$ cat src/rtl/cfg_space_pkg.sv
package cfg_space_pkg;

  // Register indices whose values the host software relies on
  localparam logic [7:0] IDX_DEV_SEL = 8'h07;
  localparam logic [7:0] IDX_CHIP_ID = 8'h20;
  localparam logic [7:0] IDX_REV     = 8'h27;
  localparam logic [7:0] IDX_ACT     = 8'h30;
  localparam logic [7:0] IDX_BASE_HI = 8'h60;
  localparam logic [7:0] IDX_BASE_LO = 8'h61;

  localparam int GEN_COUNT = 10;
  localparam int GEN_SLOT_W = $clog2(GEN_COUNT);

  typedef enum logic [2:0] {
    SEL_NONE,
    SEL_CHIP_ID,
    SEL_REV,
    SEL_DEV_SEL,
    SEL_GEN,
    SEL_ACT,
    SEL_BASE_HI,
    SEL_BASE_LO
  } reg_sel_e;

  typedef struct packed {
    logic                  hit;
    logic [GEN_SLOT_W-1:0] slot;
  } gen_map_t;

  // Maps an index to one of the general-purpose byte slots
  function automatic gen_map_t gen_lookup(input logic [7:0] idx);
    gen_map_t m;
    m.hit  = 1'b1;
    m.slot = '0;
    case (idx)
      8'h21: m.slot = GEN_SLOT_W'(0);
      8'h22: m.slot = GEN_SLOT_W'(1);
      8'h23: m.slot = GEN_SLOT_W'(2);
      8'h24: m.slot = GEN_SLOT_W'(3);
      8'h25: m.slot = GEN_SLOT_W'(4);
      8'h28: m.slot = GEN_SLOT_W'(5);
      8'h2A: m.slot = GEN_SLOT_W'(6);
      8'h2B: m.slot = GEN_SLOT_W'(7);
      8'h2C: m.slot = GEN_SLOT_W'(8);
      8'h2D: m.slot = GEN_SLOT_W'(9);
      default: m.hit = 1'b0;
    endcase
    return m;
  endfunction

  function automatic reg_sel_e decode_index(input logic [7:0] idx);
    reg_sel_e s;
    case (idx)
      IDX_DEV_SEL: s = SEL_DEV_SEL;
      IDX_CHIP_ID: s = SEL_CHIP_ID;
      IDX_REV:     s = SEL_REV;
      IDX_ACT:     s = SEL_ACT;
      IDX_BASE_HI: s = SEL_BASE_HI;
      IDX_BASE_LO: s = SEL_BASE_LO;
      default:     s = gen_lookup(idx).hit ? SEL_GEN : SEL_NONE;
    endcase
    return s;
  endfunction

endpackage

$ cat src/rtl/cfg_rst_sync.sv
module cfg_rst_sync #(
  parameter int STAGES = 2
) (
  input  logic clk,
  input  logic arst_n,
  output logic srst_n
);

  logic [STAGES-1:0] sync_q;
  logic [STAGES-1:0] sync_d;

  always_comb begin
    sync_d = {sync_q[STAGES-2:0], 1'b1};
  end

  always_ff @(posedge clk or negedge arst_n) begin
    if (!arst_n) begin
      sync_q <= '0;
    end else begin
      sync_q <= sync_d;
    end
  end

  assign srst_n = sync_q[STAGES-1];

endmodule

$ cat src/rtl/cfg_glob_regs.sv
module cfg_glob_regs
  import cfg_space_pkg::*;
#(
  parameter int NUM_DEV = 15,
  localparam int DEV_W = $clog2(NUM_DEV)
) (
  input  logic                           clk,
  input  logic                           rst_n,
  input  logic                           idx_we,
  input  logic                           sel_we,
  input  logic                           gen_we,
  input  logic [GEN_SLOT_W-1:0]          gen_slot,
  input  logic [7:0]                     wdata,
  output logic [7:0]                     idx_q,
  output logic [DEV_W-1:0]               sel_q,
  output logic [GEN_COUNT-1:0][7:0]      gen_q
);

  localparam logic [7:0] DEV_LIMIT = 8'(NUM_DEV);

  logic [7:0]                idx_d;
  logic [DEV_W-1:0]          sel_d;
  logic                      sel_en;
  logic [GEN_COUNT-1:0][7:0] gen_d;

  always_comb begin
    idx_d  = wdata;
    sel_en = sel_we && (wdata < DEV_LIMIT);
    sel_d  = wdata[DEV_W-1:0];
    gen_d  = gen_q;
    if (gen_we) begin
      gen_d[gen_slot] = wdata;
    end
  end

  always_ff @(posedge clk or negedge rst_n) begin
    if (!rst_n) begin
      idx_q <= '0;
    end else if (idx_we) begin
      idx_q <= idx_d;
    end
  end

  always_ff @(posedge clk or negedge rst_n) begin
    if (!rst_n) begin
      sel_q <= '0;
    end else if (sel_en) begin
      sel_q <= sel_d;
    end
  end

  always_ff @(posedge clk or negedge rst_n) begin
    if (!rst_n) begin
      gen_q <= '0;
    end else if (gen_we) begin
      gen_q <= gen_d;
    end
  end

endmodule

$ cat src/rtl/cfg_dev_slot.sv
module cfg_dev_slot (
  input  logic        clk,
  input  logic        rst_n,
  input  logic        act_we,
  input  logic        hi_we,
  input  logic        lo_we,
  input  logic [7:0]  wdata,
  output logic        act_q,
  output logic [15:0] base_q
);

  logic        act_d;
  logic [15:0] base_d;
  logic        base_en;

  always_comb begin
    act_d   = wdata[0];
    base_en = hi_we | lo_we;
    base_d  = base_q;
    if (hi_we) base_d[15:8] = wdata;
    if (lo_we) base_d[7:0]  = wdata;
  end

  always_ff @(posedge clk or negedge rst_n) begin
    if (!rst_n) begin
      act_q <= 1'b0;
    end else if (act_we) begin
      act_q <= act_d;
    end
  end

  always_ff @(posedge clk or negedge rst_n) begin
    if (!rst_n) begin
      base_q <= '0;
    end else if (base_en) begin
      base_q <= base_d;
    end
  end

endmodule

$ cat src/rtl/cfg_space_ctrl.sv
module cfg_space_ctrl
  import cfg_space_pkg::*;
#(
  parameter int         NUM_DEV = 15,
  parameter logic [7:0] CHIP_ID = 8'hE9,
  parameter logic [7:0] REV_ID  = 8'h01
) (
  input  logic                    clk,
  input  logic                    rst_n,
  input  logic                    host_wr,
  input  logic                    host_addr,
  input  logic [7:0]              host_wdata,
  output logic [7:0]              host_rdata,
  output logic [NUM_DEV-1:0]      dev_enable,
  output logic [16*NUM_DEV-1:0]   dev_base
);

  localparam int DEV_W = $clog2(NUM_DEV);

  logic                      srst_n;
  logic [7:0]                idx_q;
  logic [DEV_W-1:0]          sel_q;
  logic [GEN_COUNT-1:0][7:0] gen_q;
  reg_sel_e                  reg_sel;
  gen_map_t                  gen_map;
  logic                      data_wr;
  logic                      idx_wr;
  logic [NUM_DEV-1:0]        act_w;
  logic [NUM_DEV-1:0][15:0]  base_w;
  logic [7:0]                reg_val;

  cfg_rst_sync #(.STAGES(2)) u_rst_sync (
    .clk    (clk),
    .arst_n (rst_n),
    .srst_n (srst_n)
  );

  always_comb begin
    reg_sel = decode_index(idx_q);
    gen_map = gen_lookup(idx_q);
    data_wr = host_wr &  host_addr;
    idx_wr  = host_wr & ~host_addr;
  end

  cfg_glob_regs #(.NUM_DEV(NUM_DEV)) u_glob (
    .clk      (clk),
    .rst_n    (srst_n),
    .idx_we   (idx_wr),
    .sel_we   (data_wr && (reg_sel == SEL_DEV_SEL)),
    .gen_we   (data_wr && (reg_sel == SEL_GEN)),
    .gen_slot (gen_map.slot),
    .wdata    (host_wdata),
    .idx_q    (idx_q),
    .sel_q    (sel_q),
    .gen_q    (gen_q)
  );

  for (genvar d = 0; d < NUM_DEV; d++) begin : g_dev
    logic hit;
    assign hit = data_wr && (sel_q == DEV_W'(d));

    cfg_dev_slot u_slot (
      .clk    (clk),
      .rst_n  (srst_n),
      .act_we (hit && (reg_sel == SEL_ACT)),
      .hi_we  (hit && (reg_sel == SEL_BASE_HI)),
      .lo_we  (hit && (reg_sel == SEL_BASE_LO)),
      .wdata  (host_wdata),
      .act_q  (act_w[d]),
      .base_q (base_w[d])
    );

    assign dev_enable[d]          = act_w[d];
    assign dev_base[16*d +: 16]   = base_w[d];
  end

  always_comb begin
    reg_val = '0;
    case (reg_sel)
      SEL_CHIP_ID: reg_val = CHIP_ID;
      SEL_REV:     reg_val = REV_ID;
      SEL_DEV_SEL: reg_val = 8'(sel_q);
      SEL_GEN:     reg_val = gen_q[gen_map.slot];
      SEL_ACT:     reg_val = {7'b0, act_w[sel_q]};
      SEL_BASE_HI: reg_val = base_w[sel_q][15:8];
      SEL_BASE_LO: reg_val = base_w[sel_q][7:0];
      default:     reg_val = '0;
    endcase
    host_rdata = host_addr ? reg_val : idx_q;
  end

endmodule

$ cat config.mk
export PLATFORM = sky130hd
export DESIGN_NAME = cfg_space_ctrl
export DESIGN_NICKNAME = d
export VERILOG_FILES = /design/src/rtl/cfg_space_pkg.sv /design/src/rtl/cfg_rst_sync.sv /design/src/rtl/cfg_glob_regs.sv /design/src/rtl/cfg_dev_slot.sv /design/src/rtl/cfg_space_ctrl.sv
export SDC_FILE = /design/constraint.sdc
export NUM_CORES = 1
export LEC_CHECK = 0
export BUFFER_PORTS_ARGS = -buffer_cell sky130_fd_sc_hd__buf_2
export CORE_MARGIN = 10
export CORE_UTILIZATION = 57
export DETAILED_ROUTE_END_ITERATION = 10
export GPL_TIMING_DRIVEN = 0
export PLACE_DENSITY = 0.9
export SYNTH_ARGS = -nofsm -noshare
export SYNTH_HDL_FRONTEND = slang
export SYNTH_SLANG_ARGS = --single-unit
$ cat constraint.sdc
create_clock -name clk -period 11.81 [get_ports clk]
set_input_delay 0.5905 -clock clk [delete_from_list [all_inputs] [get_ports clk]]
set_output_delay 0.5905 -clock clk [all_outputs]
set_load 0.01 [all_outputs]
==> results.md <==
Setup path:
- The startpoint kind of the worst setup timing path is a flip-flop.
- The destination of the worst register-to-register timing path is g_dev[14].u_slot.base_q[10].
- Walking the worst path, the cells encountered are buf_2, or4b_1, buf_2, a21oi_1, o221ai_1, a2111oi_0, o211ai_1, a32oi_1, buf_2.
- STA puts the critical path data required time at around 11000 ps.
- The data arrival time of the critical path is between 4000 and 5000 ps.
- The logic depth of the worst register-to-register path is 6.
- Setup slack on the worst reg-to-reg path comes out at about 8500 ps.
- The sum of buffers and inverters on the critical path is 3.
- The worst setup path is captured at an output pin.
- On the critical path the largest part of the delay comes from compound AO/OA/AOI/OAI gates.
- In this run the worst path has a maximum fanout of 10.
- The critical register-to-register path startpoint is u_glob.sel_q[3].
- The cell that appears most often on the critical path is sky130_fd_sc_hd__buf_2.
- On the worst path, the slowest cell contributes a delay of 720 ps.
- Tracing the worst setup path back leads to its startpoint at u_glob.idx_q[6].
- By startpoint and endpoint, the worst setup path is classified as flip-flop to output pin.
- The highest-delay cell along the critical path is sky130_fd_sc_hd__a2111oi_0.

Pwr:
- Summing internal, switching and leakage power gives roughly 2.7 mW.
- The sequential cell fraction of total power is 46.4%.
- The internal power of the cells totals between 1.5 and 2 mW.
- The switching power summed over all nets is roughly 0.72 mW.
- The total power per unit cell area is between 100 and 150 nW/µm².
- The analysis attributes to cell leakage a power of 10.43 nW.
- Across the VDD grid, the largest voltage drop is roughly 0.13 mV.
- The clock network fraction of total power is 43.1%.
- The share of power burned in combinational logic is 10.5%.
- The fraction of power spent switching nets is approximately a quarter.

Yosys:
- The register area share after synthesis is between 50% and 60%.
- The number of nets produced by synthesis is 1294.
- Counting every instance in the synthesized netlist gives about 1300.
- The warning count from the yosys run is 0.
- Summed over all instances, the cell type with the most area after synthesis is sky130_fd_sc_hd__dfrtp_1.
- The number of synthesized flops with an enable pin is 0.
- The number of distinct library cells after synthesis is 70.
- The area share of the largest cell type after synthesis is 51.37%.
- The most repeated cell in the gate-level netlist after synthesis is sky130_fd_sc_hd__mux2_2.
- A synthesized cell averages around 13 µm².
- Counting instances in the post-synthesis netlist gives the leading cell types as 365 x sky130_fd_sc_hd__mux2_2, 349 x sky130_fd_sc_hd__dfrtp_1, 86 x sky130_fd_sc_hd__nand2_1, 58 x sky130_fd_sc_hd__clkbuf_1, 46 x sky130_fd_sc_hd__mux4_2.
- Counting flops and latches in the post-synthesis netlist gives approximately 350.
- The share of synthesized flip-flops with an asynchronous set or reset is 100.0%.
- By area the synthesized netlist is led by sky130_fd_sc_hd__dfrtp_1 51%, sky130_fd_sc_hd__mux2_2 24%, sky130_fd_sc_hd__mux4_2 6.1%.
- The cell area after technology mapping is around 17000 µm².
- The most used flip-flop cell after synthesis is sky130_fd_sc_hd__dfrtp_1.

Timing:
- At the pin with the least slew margin, the transition time is around 1300 ps.
- Setup repair after global routing left no endpoint under its margin.
- Across the routed clock network, the largest skew measured is about 30 ps.
- The count of endpoints failing setup in the final report is 0.
- The final critical-path share of the clock period is 41.68%.
- The final count of hold timing violations is 0.
- The final number of max-transition violations came to 0.
- Setup slack closes at about 7000 ps.
- The maximum achievable frequency is roughly 200 MHz.
- The worst pin sits at a relative slew slack of between 10% and 20%.
- The final critical path time including I/O delays and setup is slightly below 5000 ps.

Placed design:
- The count of buffers from port buffering is 274.
- Detailed placement ended at an HPWL of approximately 47000 µm.
- The placer congestion estimate is roughly 1.0.
- Before CTS, the worst setup slack after placement is approximately 7600 ps.

Run:
- Across the run, the number of max-cap violations was 0.

Finish:
- The total of fill cells in the finished design is approximately 2000.
- Summing all multi-input logic gate instances after layout gives 7747 µm².
- The post-route netlist has just under 50% of its cells at a drive strength greater than 1.
- For this run, the post-layout net count is approximately 1600.
- Summing all flip-flop and latch instances after layout gives slightly below 9000 µm².
- The area growth from synthesis to final layout is 18.90%.

Outcome:
- The flow ran to the end, and the final reports show no timing, DRC or antenna violations.

Global route:
- Across every metal layer, demand over resource in global routing totals 35.25%.
- The initial antenna violation count is 3.
- The final global-route overflow total is 0.
- The via count of the first global-routing pass is ~14000.
- The first global-routing pass estimated a little under 100000 µm of wire.
- The largest net degree at the start of global routing is 74.

Clock tree:
- In this run, post-CTS repair resized a total of 0 instances.
- The master cell of the clock root buffer is sky130_fd_sc_hd__clkbuf_16.
- The clock transition at the register clock pins on the worst setup and hold paths after CTS is ~70 ps.
- The number of clock buffers added by TritonCTS is 37.
- The total clock sinks is around 350.
- The number of H-tree branching levels is 2.
- TritonCTS built the clock tree.
- The later-pin clock latency in the skew report is about 550 ps.
- No sink is reached through more buffers than the 3 on the longest clock path.

Routing:
- The number of optimization iterations in the first detailed-route pass is 6.
- Dividing the detail-routed via count by the number of cells gives 6.847.
- In the final routed layout, each cell accounts on average for approximately 33 µm.
- The iteration-0 DRC count of the detailed router is 1692.
- The remaining design rule violation count is 0.
- The total length of routed wires is between 60000 and 70000 µm.
- In this run the remaining antenna-violating nets after routing total 0.
- For this block, the via count after detailed routing is about 14000.

Floorplan:
- The starting density of the core is between 50% and 60%.
- In this run the count of I/O pins placed on the die edge is about 280.
- The die width is between 150 and 200 µm.
- The vertical extent of the die is 192.7 µm.
- The floorplan row count is 63.
- The die area is 37140 µm².
- The total core area is ~30000 µm².

Min path:
- The min-delay analysis places its worst path in the category flip-flop to asynchronous set/reset pin.
-- final cells by class --
class                   count  share of cell area (%)
well taps                 390                   2.414
plain buffers             105                   2.426
multi-input cells         820                   38.33
inverters                   8                  0.1486
repair buffers            280                   7.514
diodes                      2                 0.02476
clock inverters            12                  0.7180
flip-flops and latches    349                   43.22
clock buffers              52                   5.205
-- layer usage --
metal  track usage [%]  share of wire [%]
met1             40.64                 35
met2             55.51                 47
met3             10.37                 10
met4             25.10                8.1
met5                 0              0.041
-- worst reg2reg max path, cell delays in order, from the launching register on --
cell and delay (ps):
sky130_fd_sc_hd__dfrtp_1 320, sky130_fd_sc_hd__buf_2 270, sky130_fd_sc_hd__buf_1 720, sky130_fd_sc_hd__buf_2 460
sky130_fd_sc_hd__nand2_1 230, sky130_fd_sc_hd__nor3_2 790, sky130_fd_sc_hd__mux2_2 430
-- registers in the layout, indices dropped and copies added, names as in the netlist --
name	flops
u_glob.sel_q	4
u_glob.idx_q	8
u_rst_sync.sync_q	2
u_glob.gen_q	80
g_dev.u_slot.base_q	240
g_dev.u_slot.act_q	15
-- per-stage QoR --
step	area [µm²]	hold WS [ps]	setup TNS [ps]	util (%)	instances
2_1_floorplan	17000	294.9	0	-	1282
3_3_place_gp	18860	336.6	-715810	63.81	1946
3_5_place_dp	19000	253.7	0	64.28	1951
4_1_cts	20210	260.6	0	68.37	2016
5_1_grt	20210	276.4	0	68.37	2016
6_report	20210	250.3	0	68.39	2018
-- how the worst max path moves through the flow --
stage / slack, ps / to / cells after the start
floorplan: 1360 / g_dev[0].u_slot.act_q / 0
CTS: 7050 / host_rdata[0] / 9
finish: 6890 / host_rdata[0] / 9
global route: 6970 / host_rdata[0] / 9
detailed placement: 7620 / host_rdata[0] / 9
global placement: -2090 / u_glob.gen_q[14] / 0
-- placed cells by master (no fill, tap or decap), drive strengths merged, types with 4 or more instances in the layout --
master    n
mux2    366
dfrtp   349
buf     326
clkbuf  110
nand2    86
mux4     46
nor2     44
mux2i    41
a21oi    28
o21ai    24
nor3     14
nor2b    10
nand2b   10
nand3    10
a221o     9
o221ai    8
inv       8
clkinv    8
a211oi    7
o211ai    7
o22ai     7
nand4     7
and2      7
a22oi     5
a31oi     5
a311oi    5
nor4      5
a211o     4
nand3b    4
or3       4
a221oi    4
-- cell families after synthesis --
group / count (synthesis) / share of synthesized area (%)
other cells: 1 / 0.02206
xor+xnor: 4 / 0.2061
buf+inv: 113 / 3.062
mux: 453 / 32.75
flops: 349 / 51.37
simple gates: 217 / 6.425
compound gates: 145 / 6.167
-- what timing repair did --
item	in CTS	in global routing
hold buffers	1	0
buffers inserted	0	0
endpoints found under the hold margin	2	0
-- power by group through the flow --
| stage | logic [mW] | clock network (mW) | registers (mW) |
|---|---|---|---|
| 6_report | 0.285 | 1.17 | 1.26 |
| 2_1_floorplan | 0.153 | 0 | 1.29 |
| 5_1_grt | 0.300 | 1.22 | 1.26 |
| 3_5_place_dp | 0.274 | 0 | 1.28 |
| 4_1_cts | 0.277 | 1.16 | 1.26 |
| 3_3_place_gp | 0.244 | 0 | 1.30 |
Note: power is estimated with default switching activity, not from simulation.
